--- src/rtl/tblk_admit_pkg.sv ---
package tblk_admit_pkg;

  // Default geometry shared by the block and its checker.
  localparam int DEF_NUM_CORES      = 4;
  localparam int DEF_WARP_SIZE      = 32;
  localparam int DEF_WARPS_PER_CORE = 64;
  localparam int DEF_SMEM_BYTES     = 131072;
  localparam int DEF_GRANULE        = 256;

  // Width able to hold the value v (v >= 1).
  function automatic int cnt_width(input int v);
    return (v < 2) ? 1 : $clog2(v + 1);
  endfunction

endpackage

--- src/rtl/tblk_rst_sync.sv ---
module tblk_rst_sync (
  input  logic clk,
  input  logic rst_n,
  output logic rst_ns
);

  logic [1:0] sync_q;

  always_ff @(posedge clk or negedge rst_n) begin
    if (!rst_n) begin
      sync_q <= 2'b00;
    end else begin
      sync_q <= {sync_q[0], 1'b1};
    end
  end

  assign rst_ns = sync_q[1];

endmodule

--- src/rtl/tblk_req_decode.sv ---
module tblk_req_decode #(
  parameter int THREAD_W       = 12,
  parameter int SMEM_W         = 18,
  parameter int WARP_SIZE      = 32,
  parameter int WARPS_PER_CORE = 64,
  parameter int SMEM_BYTES     = 131072,
  parameter int GRANULE        = 256,
  parameter int NW_W           = 8,
  parameter int NG_W           = 11
) (
  input  logic [THREAD_W-1:0] threads,
  input  logic [SMEM_W-1:0]   smem,
  output logic [NW_W-1:0]     need_w,
  output logic [NG_W-1:0]     need_g,
  output logic                bad
);

  localparam int WS_LG = $clog2(WARP_SIZE);
  localparam int GR_LG = $clog2(GRANULE);
  localparam logic [THREAD_W:0] T_RND   = (THREAD_W+1)'(WARP_SIZE - 1);
  localparam logic [SMEM_W:0]   S_RND   = (SMEM_W+1)'(GRANULE - 1);
  localparam logic [NW_W-1:0]   W_LIMIT = NW_W'(WARPS_PER_CORE);
  localparam logic [SMEM_W:0]   S_LIMIT = (SMEM_W+1)'(SMEM_BYTES);

  logic [THREAD_W:0] t_sum;
  logic [SMEM_W:0]   s_sum;

  always_comb begin
    t_sum  = {1'b0, threads} + T_RND;
    s_sum  = {1'b0, smem} + S_RND;
    need_w = NW_W'(t_sum >> WS_LG);
    need_g = NG_W'(s_sum >> GR_LG);
    bad    = (need_w == '0) || (need_w > W_LIMIT) || ({1'b0, smem} > S_LIMIT);
  end

endmodule

--- src/rtl/tblk_core_ledger.sv ---
module tblk_core_ledger #(
  parameter int WARPS_PER_CORE = 64,
  parameter int TOTAL_GRAN     = 512,
  parameter int WARP_W         = 7,
  parameter int GRAN_W         = 10,
  parameter int NW_W           = 8,
  parameter int NG_W           = 11
) (
  input  logic              clk,
  input  logic              rst_n,
  input  logic [NW_W-1:0]   need_w,
  input  logic [NG_W-1:0]   need_g,
  input  logic              take,
  input  logic              ret_valid,
  input  logic [WARP_W-1:0] ret_warps,
  output logic              fits,
  output logic [WARP_W-1:0] free_w,
  output logic [GRAN_W-1:0] bump
);

  localparam int SUM_W = ((NG_W > GRAN_W) ? NG_W : GRAN_W) + 1;
  localparam logic [WARP_W-1:0] W_FULL = WARP_W'(WARPS_PER_CORE);
  localparam logic [SUM_W-1:0]  G_CAP  = SUM_W'(TOTAL_GRAN);

  logic [WARP_W-1:0] free_q, free_n;
  logic [GRAN_W-1:0] bump_q, bump_n;
  logic [SUM_W-1:0]  g_end;
  logic              upd;

  // Fit test on registered state only.
  always_comb begin
    g_end = SUM_W'(bump_q) + SUM_W'(need_g);
    fits  = (NW_W'(free_q) >= need_w) && (g_end <= G_CAP);
  end

  // Next state: deduct on take, add back on return, reclaim memory when idle.
  always_comb begin
    free_n = free_q;
    bump_n = bump_q;
    if (take) begin
      free_n = free_n - need_w[WARP_W-1:0];
      bump_n = bump_n + need_g[GRAN_W-1:0];
    end
    if (ret_valid) begin
      free_n = free_n + ret_warps;
    end
    if (free_n == W_FULL) begin
      bump_n = '0;
    end
    upd = take | ret_valid;
  end

  always_ff @(posedge clk or negedge rst_n) begin
    if (!rst_n) begin
      free_q <= W_FULL;
      bump_q <= '0;
    end else if (upd) begin
      free_q <= free_n;
      bump_q <= bump_n;
    end
  end

  assign free_w = free_q;
  assign bump   = bump_q;

endmodule

--- src/rtl/tblk_core_pick.sv ---
module tblk_core_pick #(
  parameter int NUM_CORES = 4,
  parameter int CORE_W    = 2
) (
  input  logic [NUM_CORES-1:0] fits,
  output logic                 any,
  output logic [CORE_W-1:0]    idx
);

  // Lowest index wins: scan downward so the last hit is the smallest.
  always_comb begin
    any = |fits;
    idx = '0;
    for (int i = NUM_CORES - 1; i >= 0; i--) begin
      if (fits[i]) begin
        idx = CORE_W'(i);
      end
    end
  end

endmodule

--- src/rtl/tblk_admit.sv ---
module tblk_admit
  import tblk_admit_pkg::*;
#(
  parameter int NUM_CORES      = DEF_NUM_CORES,
  parameter int WARP_SIZE      = DEF_WARP_SIZE,
  parameter int WARPS_PER_CORE = DEF_WARPS_PER_CORE,
  parameter int SMEM_BYTES     = DEF_SMEM_BYTES,
  parameter int GRANULE        = DEF_GRANULE,
  parameter int THREAD_W       = 12,
  parameter int SMEM_W         = 18,
  parameter int ID_W           = 8,
  localparam int CORE_W        = (NUM_CORES > 1) ? $clog2(NUM_CORES) : 1,
  localparam int WARP_W        = cnt_width(WARPS_PER_CORE)
) (
  input  logic                clk,
  input  logic                rst_n,
  input  logic                req_valid,
  output logic                req_ready,
  input  logic [THREAD_W-1:0] req_threads,
  input  logic [SMEM_W-1:0]   req_smem,
  input  logic [ID_W-1:0]     req_id,
  output logic                asg_valid,
  input  logic                asg_ready,
  output logic [CORE_W-1:0]   asg_core,
  output logic [ID_W-1:0]     asg_id,
  output logic [SMEM_W-1:0]   asg_smem_base,
  output logic                err_valid,
  output logic [ID_W-1:0]     err_id,
  input  logic                cmp_valid,
  input  logic [CORE_W-1:0]   cmp_core,
  input  logic [WARP_W-1:0]   cmp_warps
);

  localparam int GR_LG      = $clog2(GRANULE);
  localparam int TOTAL_GRAN = SMEM_BYTES / GRANULE;
  localparam int GRAN_W     = cnt_width(TOTAL_GRAN);
  localparam int NW_W       = THREAD_W + 1 - $clog2(WARP_SIZE);
  localparam int NG_W       = SMEM_W + 1 - GR_LG;

  logic rst_ns;

  tblk_rst_sync u_rst (
    .clk    (clk),
    .rst_n  (rst_n),
    .rst_ns (rst_ns)
  );

  // Head request decode.
  logic [NW_W-1:0] need_w;
  logic [NG_W-1:0] need_g;
  logic            bad;

  tblk_req_decode #(
    .THREAD_W       (THREAD_W),
    .SMEM_W         (SMEM_W),
    .WARP_SIZE      (WARP_SIZE),
    .WARPS_PER_CORE (WARPS_PER_CORE),
    .SMEM_BYTES     (SMEM_BYTES),
    .GRANULE        (GRANULE),
    .NW_W           (NW_W),
    .NG_W           (NG_W)
  ) u_dec (
    .threads (req_threads),
    .smem    (req_smem),
    .need_w  (need_w),
    .need_g  (need_g),
    .bad     (bad)
  );

  // Completion stage: one register between the cores and the ledgers.
  logic              cmp_v_q, cmp_v_n;
  logic [CORE_W-1:0] cmp_c_q, cmp_c_n;
  logic [WARP_W-1:0] cmp_w_q, cmp_w_n;

  // Assignment and error output registers.
  logic              asg_v_q, asg_v_n;
  logic [CORE_W-1:0] asg_c_q, asg_c_n;
  logic [ID_W-1:0]   asg_i_q, asg_i_n;
  logic [SMEM_W-1:0] asg_b_q, asg_b_n;
  logic              err_v_q, err_v_n;
  logic [ID_W-1:0]   err_i_q, err_i_n;
  logic              asg_en, err_en;

  // Per-core ledgers.
  logic [NUM_CORES-1:0]        fits, take, ret;
  logic [WARP_W-1:0]           free_arr [NUM_CORES];
  logic [GRAN_W-1:0]           bump_arr [NUM_CORES];
  logic [NUM_CORES*WARP_W-1:0] free_all;
  logic [NUM_CORES*GRAN_W-1:0] bump_all;
  logic                        any_fit;
  logic [CORE_W-1:0]           pick_idx;
  logic                        slot_free, acc, place, drop;

  assign slot_free = !asg_v_q || asg_ready;
  assign req_ready = rst_ns && (bad || (any_fit && slot_free));
  assign acc       = req_valid && req_ready;
  assign place     = acc && !bad;
  assign drop      = acc && bad;

  generate
    for (genvar c = 0; c < NUM_CORES; c++) begin : g_core
      assign take[c] = place && (pick_idx == CORE_W'(c));
      assign ret[c]  = cmp_v_q && (cmp_c_q == CORE_W'(c));

      tblk_core_ledger #(
        .WARPS_PER_CORE (WARPS_PER_CORE),
        .TOTAL_GRAN     (TOTAL_GRAN),
        .WARP_W         (WARP_W),
        .GRAN_W         (GRAN_W),
        .NW_W           (NW_W),
        .NG_W           (NG_W)
      ) u_led (
        .clk       (clk),
        .rst_n     (rst_ns),
        .need_w    (need_w),
        .need_g    (need_g),
        .take      (take[c]),
        .ret_valid (ret[c]),
        .ret_warps (cmp_w_q),
        .fits      (fits[c]),
        .free_w    (free_arr[c]),
        .bump      (bump_arr[c])
      );

      assign free_all[c*WARP_W +: WARP_W] = free_arr[c];
      assign bump_all[c*GRAN_W +: GRAN_W] = bump_arr[c];
    end
  endgenerate

  tblk_core_pick #(
    .NUM_CORES (NUM_CORES),
    .CORE_W    (CORE_W)
  ) u_pick (
    .fits (fits),
    .any  (any_fit),
    .idx  (pick_idx)
  );

  // Next-state for the output and completion registers.
  always_comb begin
    asg_v_n = asg_v_q;
    asg_c_n = asg_c_q;
    asg_i_n = asg_i_q;
    asg_b_n = asg_b_q;
    if (place) begin
      asg_v_n = 1'b1;
      asg_c_n = pick_idx;
      asg_i_n = req_id;
      asg_b_n = SMEM_W'({bump_arr[pick_idx], {GR_LG{1'b0}}});
    end else if (asg_ready) begin
      asg_v_n = 1'b0;
    end
    asg_en  = place || (asg_v_q && asg_ready);

    err_v_n = drop;
    err_i_n = drop ? req_id : err_i_q;
    err_en  = drop || err_v_q;

    cmp_v_n = cmp_valid;
    cmp_c_n = cmp_valid ? cmp_core  : cmp_c_q;
    cmp_w_n = cmp_valid ? cmp_warps : cmp_w_q;
  end

  always_ff @(posedge clk or negedge rst_ns) begin
    if (!rst_ns) begin
      asg_v_q <= 1'b0;
      asg_c_q <= '0;
      asg_i_q <= '0;
      asg_b_q <= '0;
    end else if (asg_en) begin
      asg_v_q <= asg_v_n;
      asg_c_q <= asg_c_n;
      asg_i_q <= asg_i_n;
      asg_b_q <= asg_b_n;
    end
  end

  always_ff @(posedge clk or negedge rst_ns) begin
    if (!rst_ns) begin
      err_v_q <= 1'b0;
      err_i_q <= '0;
    end else if (err_en) begin
      err_v_q <= err_v_n;
      err_i_q <= err_i_n;
    end
  end

  always_ff @(posedge clk or negedge rst_ns) begin
    if (!rst_ns) begin
      cmp_v_q <= 1'b0;
      cmp_c_q <= '0;
      cmp_w_q <= '0;
    end else begin
      cmp_v_q <= cmp_v_n;
      cmp_c_q <= cmp_c_n;
      cmp_w_q <= cmp_w_n;
    end
  end

  assign asg_valid     = asg_v_q;
  assign asg_core      = asg_c_q;
  assign asg_id        = asg_i_q;
  assign asg_smem_base = asg_b_q;
  assign err_valid     = err_v_q;
  assign err_id        = err_i_q;

endmodule

--- config.mk ---
export PLATFORM = sky130hd
export DESIGN_NAME = tblk_admit
export DESIGN_NICKNAME = d
export VERILOG_FILES = /design/src/rtl/tblk_admit_pkg.sv /design/src/rtl/tblk_rst_sync.sv /design/src/rtl/tblk_req_decode.sv /design/src/rtl/tblk_core_ledger.sv /design/src/rtl/tblk_core_pick.sv /design/src/rtl/tblk_admit.sv
export SDC_FILE = /design/constraint.sdc
export NUM_CORES = 1
export LEC_CHECK = 0
export BUFFER_PORTS_ARGS = -buffer_cell sky130_fd_sc_hd__buf_2
export CORE_MARGIN = 2
export CORE_UTILIZATION = 50
export DETAILED_ROUTE_END_ITERATION = 10
export PLACE_DENSITY = 0.74
export SYNTH_ARGS = -nofsm -noshare
export SYNTH_HDL_FRONTEND = slang
export SYNTH_SLANG_ARGS = --single-unit
--- constraint.sdc ---
create_clock -name clk -period 4.8 [get_ports clk]
set_input_delay 0.48 -clock clk [delete_from_list [all_inputs] [get_ports clk]]
set_output_delay 0.48 -clock clk [all_outputs]
set_load 0.1 [all_outputs]
==> qor.csv <==
stage,metric,value,unit
routing,drt_first_pass_iters,7,
sta,grt_setup_unrepaired,true,
routing,post_drt_wl_per_cell,24.8,um
yosys,combinational_family_with_the_most_area_after_synthesis,compound AO/OA/AOI/OAI gates,
clock_tree,cts.sinks,110,
clock_tree,ctsHtreeMaxLevel,3,
yosys,ys_dominant_reg_cell,dfrtp_1,
cells_and_area,sequential_cell_area,2760,um^2
global_routing,first_pass_grt_wire_length,55.2,mm
clock_tree,cts_tree,built,
setup_path,crit_type,input pin to flip-flop,
routing,routed_via_density,6.60,
yosys,synth_compound_area_share,19.2,%
power,power_frac_comb,75.7,%
yosys,synthMuxAreaShare,9.67,%
die,start_util,51.3,%
power,power.internal,5.12,mW
placement,placement.setup.worst_slack,-1.86,ns
placement,place.detailed.instances,1629,
global_routing,globalRouteOverflowTotal,0,
yosys,synth_area_leader_cell,dfrtp_1,
cells_and_area,most-common-layout-cells,"buf_4 (339), dfrtp_1 (105), buf_2 (78), nor2_1 (75), ha_1 (74)",
hold_path,hold_depth,2,
power,swShare,49.1,%
die,floorplan.die.height,143,um
cells_and_area,layout-drive-gt1-share,49.0,%
yosys,synthCells,1017,
setup_path,start_kind,input pin,
sta,timing.final.hold_violations,0,
sta,setup_total_negative_slack,-74.42,ns
sta,worst_skew,0.0118,ns
setup_path,cp.buffers_inverters,3,
sta,headroom_to_the_max_slew_limit,21.9,%
yosys,synth_simple_gate_area_share,16.2,%
placement,buffer_ports.inserted,82,
clock_tree,worstSkewPairLatency,0.38,ns
global_routing,initial_antenna_violation_count,0,
power,part_of_the_power_in_registers,16.1,%
clock_tree,clkSlewWorstSetupHoldPaths,0.08,ns
power,clockPowerShare,8.2,%
global_routing,grt_start_max_net_pins,66,
yosys,postSynthRegisterBits,110,
outcome,violations,negative setup slack,
setup_path,worst-path-max-fanout,5,
cells_and_area,design.final.nets,1626,
cells_and_area,final_cells,1701,
hold_path,hold_path_class,input pin to flip-flop,
routing,drc_errors,0,
die,io_pins,91,
routing,num_vias,11200,
clock_tree,clk_path_buf_depth,2,
cells_and_area,commonest_non_fill_non_tap_cell_in_the_layout,buf_4,
setup_path,critical-path-top-delay-family,compound AO/OA/AOI/OAI gates,
sta,max_clock_freq,0.148,GHz
cells_and_area,num-fill-cells,1009,
sta,final_setup_violation_count,80,
routing,detail-route-antenna-nets,0,
yosys,netlist_area,9620,um^2
die,rows,50,
cells_and_area,area_growth,54.0,%
outcome,outcome,finished with violations,
cells_and_area,antenna_cells,0,
setup_path,slowest_stage,or3b_4,
setup_path,stages_on_worst_setup_path,30,
setup_path,worst-r2r-cell-count,24,
yosys,synth_xor_xnor_area_share,7.27,%
setup_path,arrival,7.00,ns
sta,fin_crit_sh,140,%
placement,hpwlAfterDp,24.7,mm
cells_and_area,multiInputGateArea,7850,um^2
routing,route.final.wire_length,42.1,mm
routing,drt_initial_violations,1423,
yosys,yosys_warnings,0,
power,power_switching,4.94,mW
setup_path,crit_path_frequent_cell,ha_1,
yosys,avg_synthesized_cell_area,9.46,um^2
sta,slew_violations,0,
setup_path,crit_path_max_incr_delay,0.44,ns
power,p_per_area,679,nW/um^2
yosys,ys_top_cells_by_area,"dfrtp_1 (28%), ha_1 (13%), mux2_2 (5.6%)",
sta,postLayoutSetupSlackWorst,-1.94,ns
placement,globalplace.congestion,0.975,
clock_tree,clock_tree.root_cell,clkbuf_16,
die,core-area,18800,um^2
yosys,synth_fa_ha_area_share,15.5,%
yosys,synth-seq-area-share,28.7,%
global_routing,global_route.usage.total,34.8,%
yosys,synth_top_area_share,27.6,%
yosys,synth_edf_count,0,
global_routing,first_global_vias,10700,
sta,worst_slew_pin_slew,1.17,ns
die,die_x,143,um
yosys,async_set_reset_flop_share_out_of_synthesis,100,%
setup_path,endpoint_kind,flip-flop,
power,totalPowerFinal,10.1,mW
power,vdd_ir_drop_max,0.528,mV
setup_path,worst_ep_required_time,5.06,ns
clock_tree,numCtsBuffers,9,
flow_run,maxCapViolCount,0,
yosys,yosys.cell_types.count,94,
power,lkg_pwr,7.03,nW
die,fp.dieArea,20400,um^2
sta,final_period_minus_worst_setup_slack,6.74,ns
[per-stage QoR]
step	hold slack [ns]	util [%]	area, um^2
3_5_place_dp	0.294	69.3	13000
6_report	0.329	79.0	14800
5_1_grt	0.339	79.0	14800
2_1_floorplan	0.184	-	10000
4_1_cts	0.339	75.1	14100
3_3_place_gp	0.290	69.3	13000
[final cells by class]
| cell class | count | share of cell area [%] |
|---|---|---|
| Clock buffer | 11 | 1.64 |
| Clock inverter | 5 | 0.397 |
| Inverter | 42 | 1.08 |
| Multi-Input combinational cell | 842 | 53.0 |
| Sequential cell | 110 | 18.6 |
| Tap cell | 234 | 1.98 |
| Timing Repair Buffer | 457 | 23.3 |
[cells in the mapped netlist (all sizes together) (5+ instances only)]
cell / n
o21a: 8
o311ai: 5
a211oi: 9
buf: 17
nor2: 86
fa: 12
nand3b: 6
a221oi: 6
a22o: 18
dfrtp: 106
a31oi: 12
inv: 42
xnor2: 47
o21bai: 11
and2: 6
or3: 6
nor4: 11
mux2i: 39
or2b: 5
xor2: 32
o21ai: 50
a21o: 24
or4: 6
and3: 6
nand3: 19
nand2: 62
o211ai: 9
mux2: 48
nand2b: 10
nor2b: 16
nand4: 9
o2111ai: 7
nor3: 19
a21oi: 68
ha: 100
clkbuf: 14
[per-layer routing]
layer  up-vias  wire, um  global-route usage [%]
met4         0      3520                    17.9
met3       363      4570                    6.87
met5         -         0                       0
met2       901     19300                    58.9
li1       4619         -                       -
met1      5348     14800                    42.1
[logic make-up after synthesis]
logic type               Yosys count
AO/OA/AOI/OAI                    265
XOR/XNOR                          79
adder cells (fa/ha/maj)          112
buffers and inverters             73
flip-flops                       110
multiplexers                      87
other                              2
AND/OR/NAND/NOR                  289
[repair_timing]
item | CTS | global route
buffers inserted | 31 | 31
endpoints found under the hold margin | 2 | 0
pin swaps | 41 | 42
endpoints found under the setup margin | 66 | 73
hold buffers | 1 | 0
gates cloned | 2 | 0
resized for setup | 110 | 100
[worst paths after layout]
| path | startpoint | to | slack, ns |
|---|---|---|---|
| hold reg to reg | u_rst.sync_q[0]$_DFF_PN0_ | u_rst.sync_q[1]$_DFF_PN0_ | 0.35 |
| setup reg to reg | g_core[1].u_led.bump[0]$_DFFE_PN0P_ | g_core[2].u_led.bump[2]$_DFFE_PN0P_ | -1.31 |
| setup / recovery | req_smem[1] | g_core[2].u_led.bump[2]$_DFFE_PN0P_ | -1.94 |
| max in group asynchronous | u_rst.sync_q[1]$_DFF_PN0_ | g_core[2].u_led.free_w[4]$_DFFE_PN0P_ | 2.97 |
| min in group asynchronous | rst_n | u_rst.sync_q[1]$_DFF_PN0_ | 0.43 |
| hold / removal | cmp_warps[0] | cmp_w_q[0]$_DFFE_PN0P_ | 0.33 |
[flip-flops by register name (all words and copies together) (netlist names)]
name	count
asg_id	8
cmp_w_q	7
cmp_v_q	1
err_id	8
g_core.u_led.bump	40
cmp_c_q	2
asg_core	2
asg_smem_base	10
err_valid	1
asg_valid	1
u_rst.sync_q	2
g_core.u_led.free_w	28
[power groups by stage]
stage / Sequential (mW) / Combinational, mW / Clock, mW
after floorplan: 2.19 / 3.10 / 0
after global placement: 1.54 / 5.91 / 0
after detailed placement: 1.56 / 6.09 / 0
after CTS: 1.56 / 6.55 / 0.805
after global routing: 1.64 / 7.93 / 0.850
final: 1.62 / 7.62 / 0.826
[worst register-to-register path, delay by kind of cell, from the launching register on]
kind / cells / cell delay (ns)
buffers and inverters: 3 / 0.36
adders and majority gates: 3 / 0.98
and+or+nand+nor: 6 / 1.57
AOI/OAI and AO/OA: 11 / 2.52
xor gates and xnor gates: 1 / 0.18
DFF: 1 / 0.40
No activity file was read; power rests on OpenSTA's default activity.
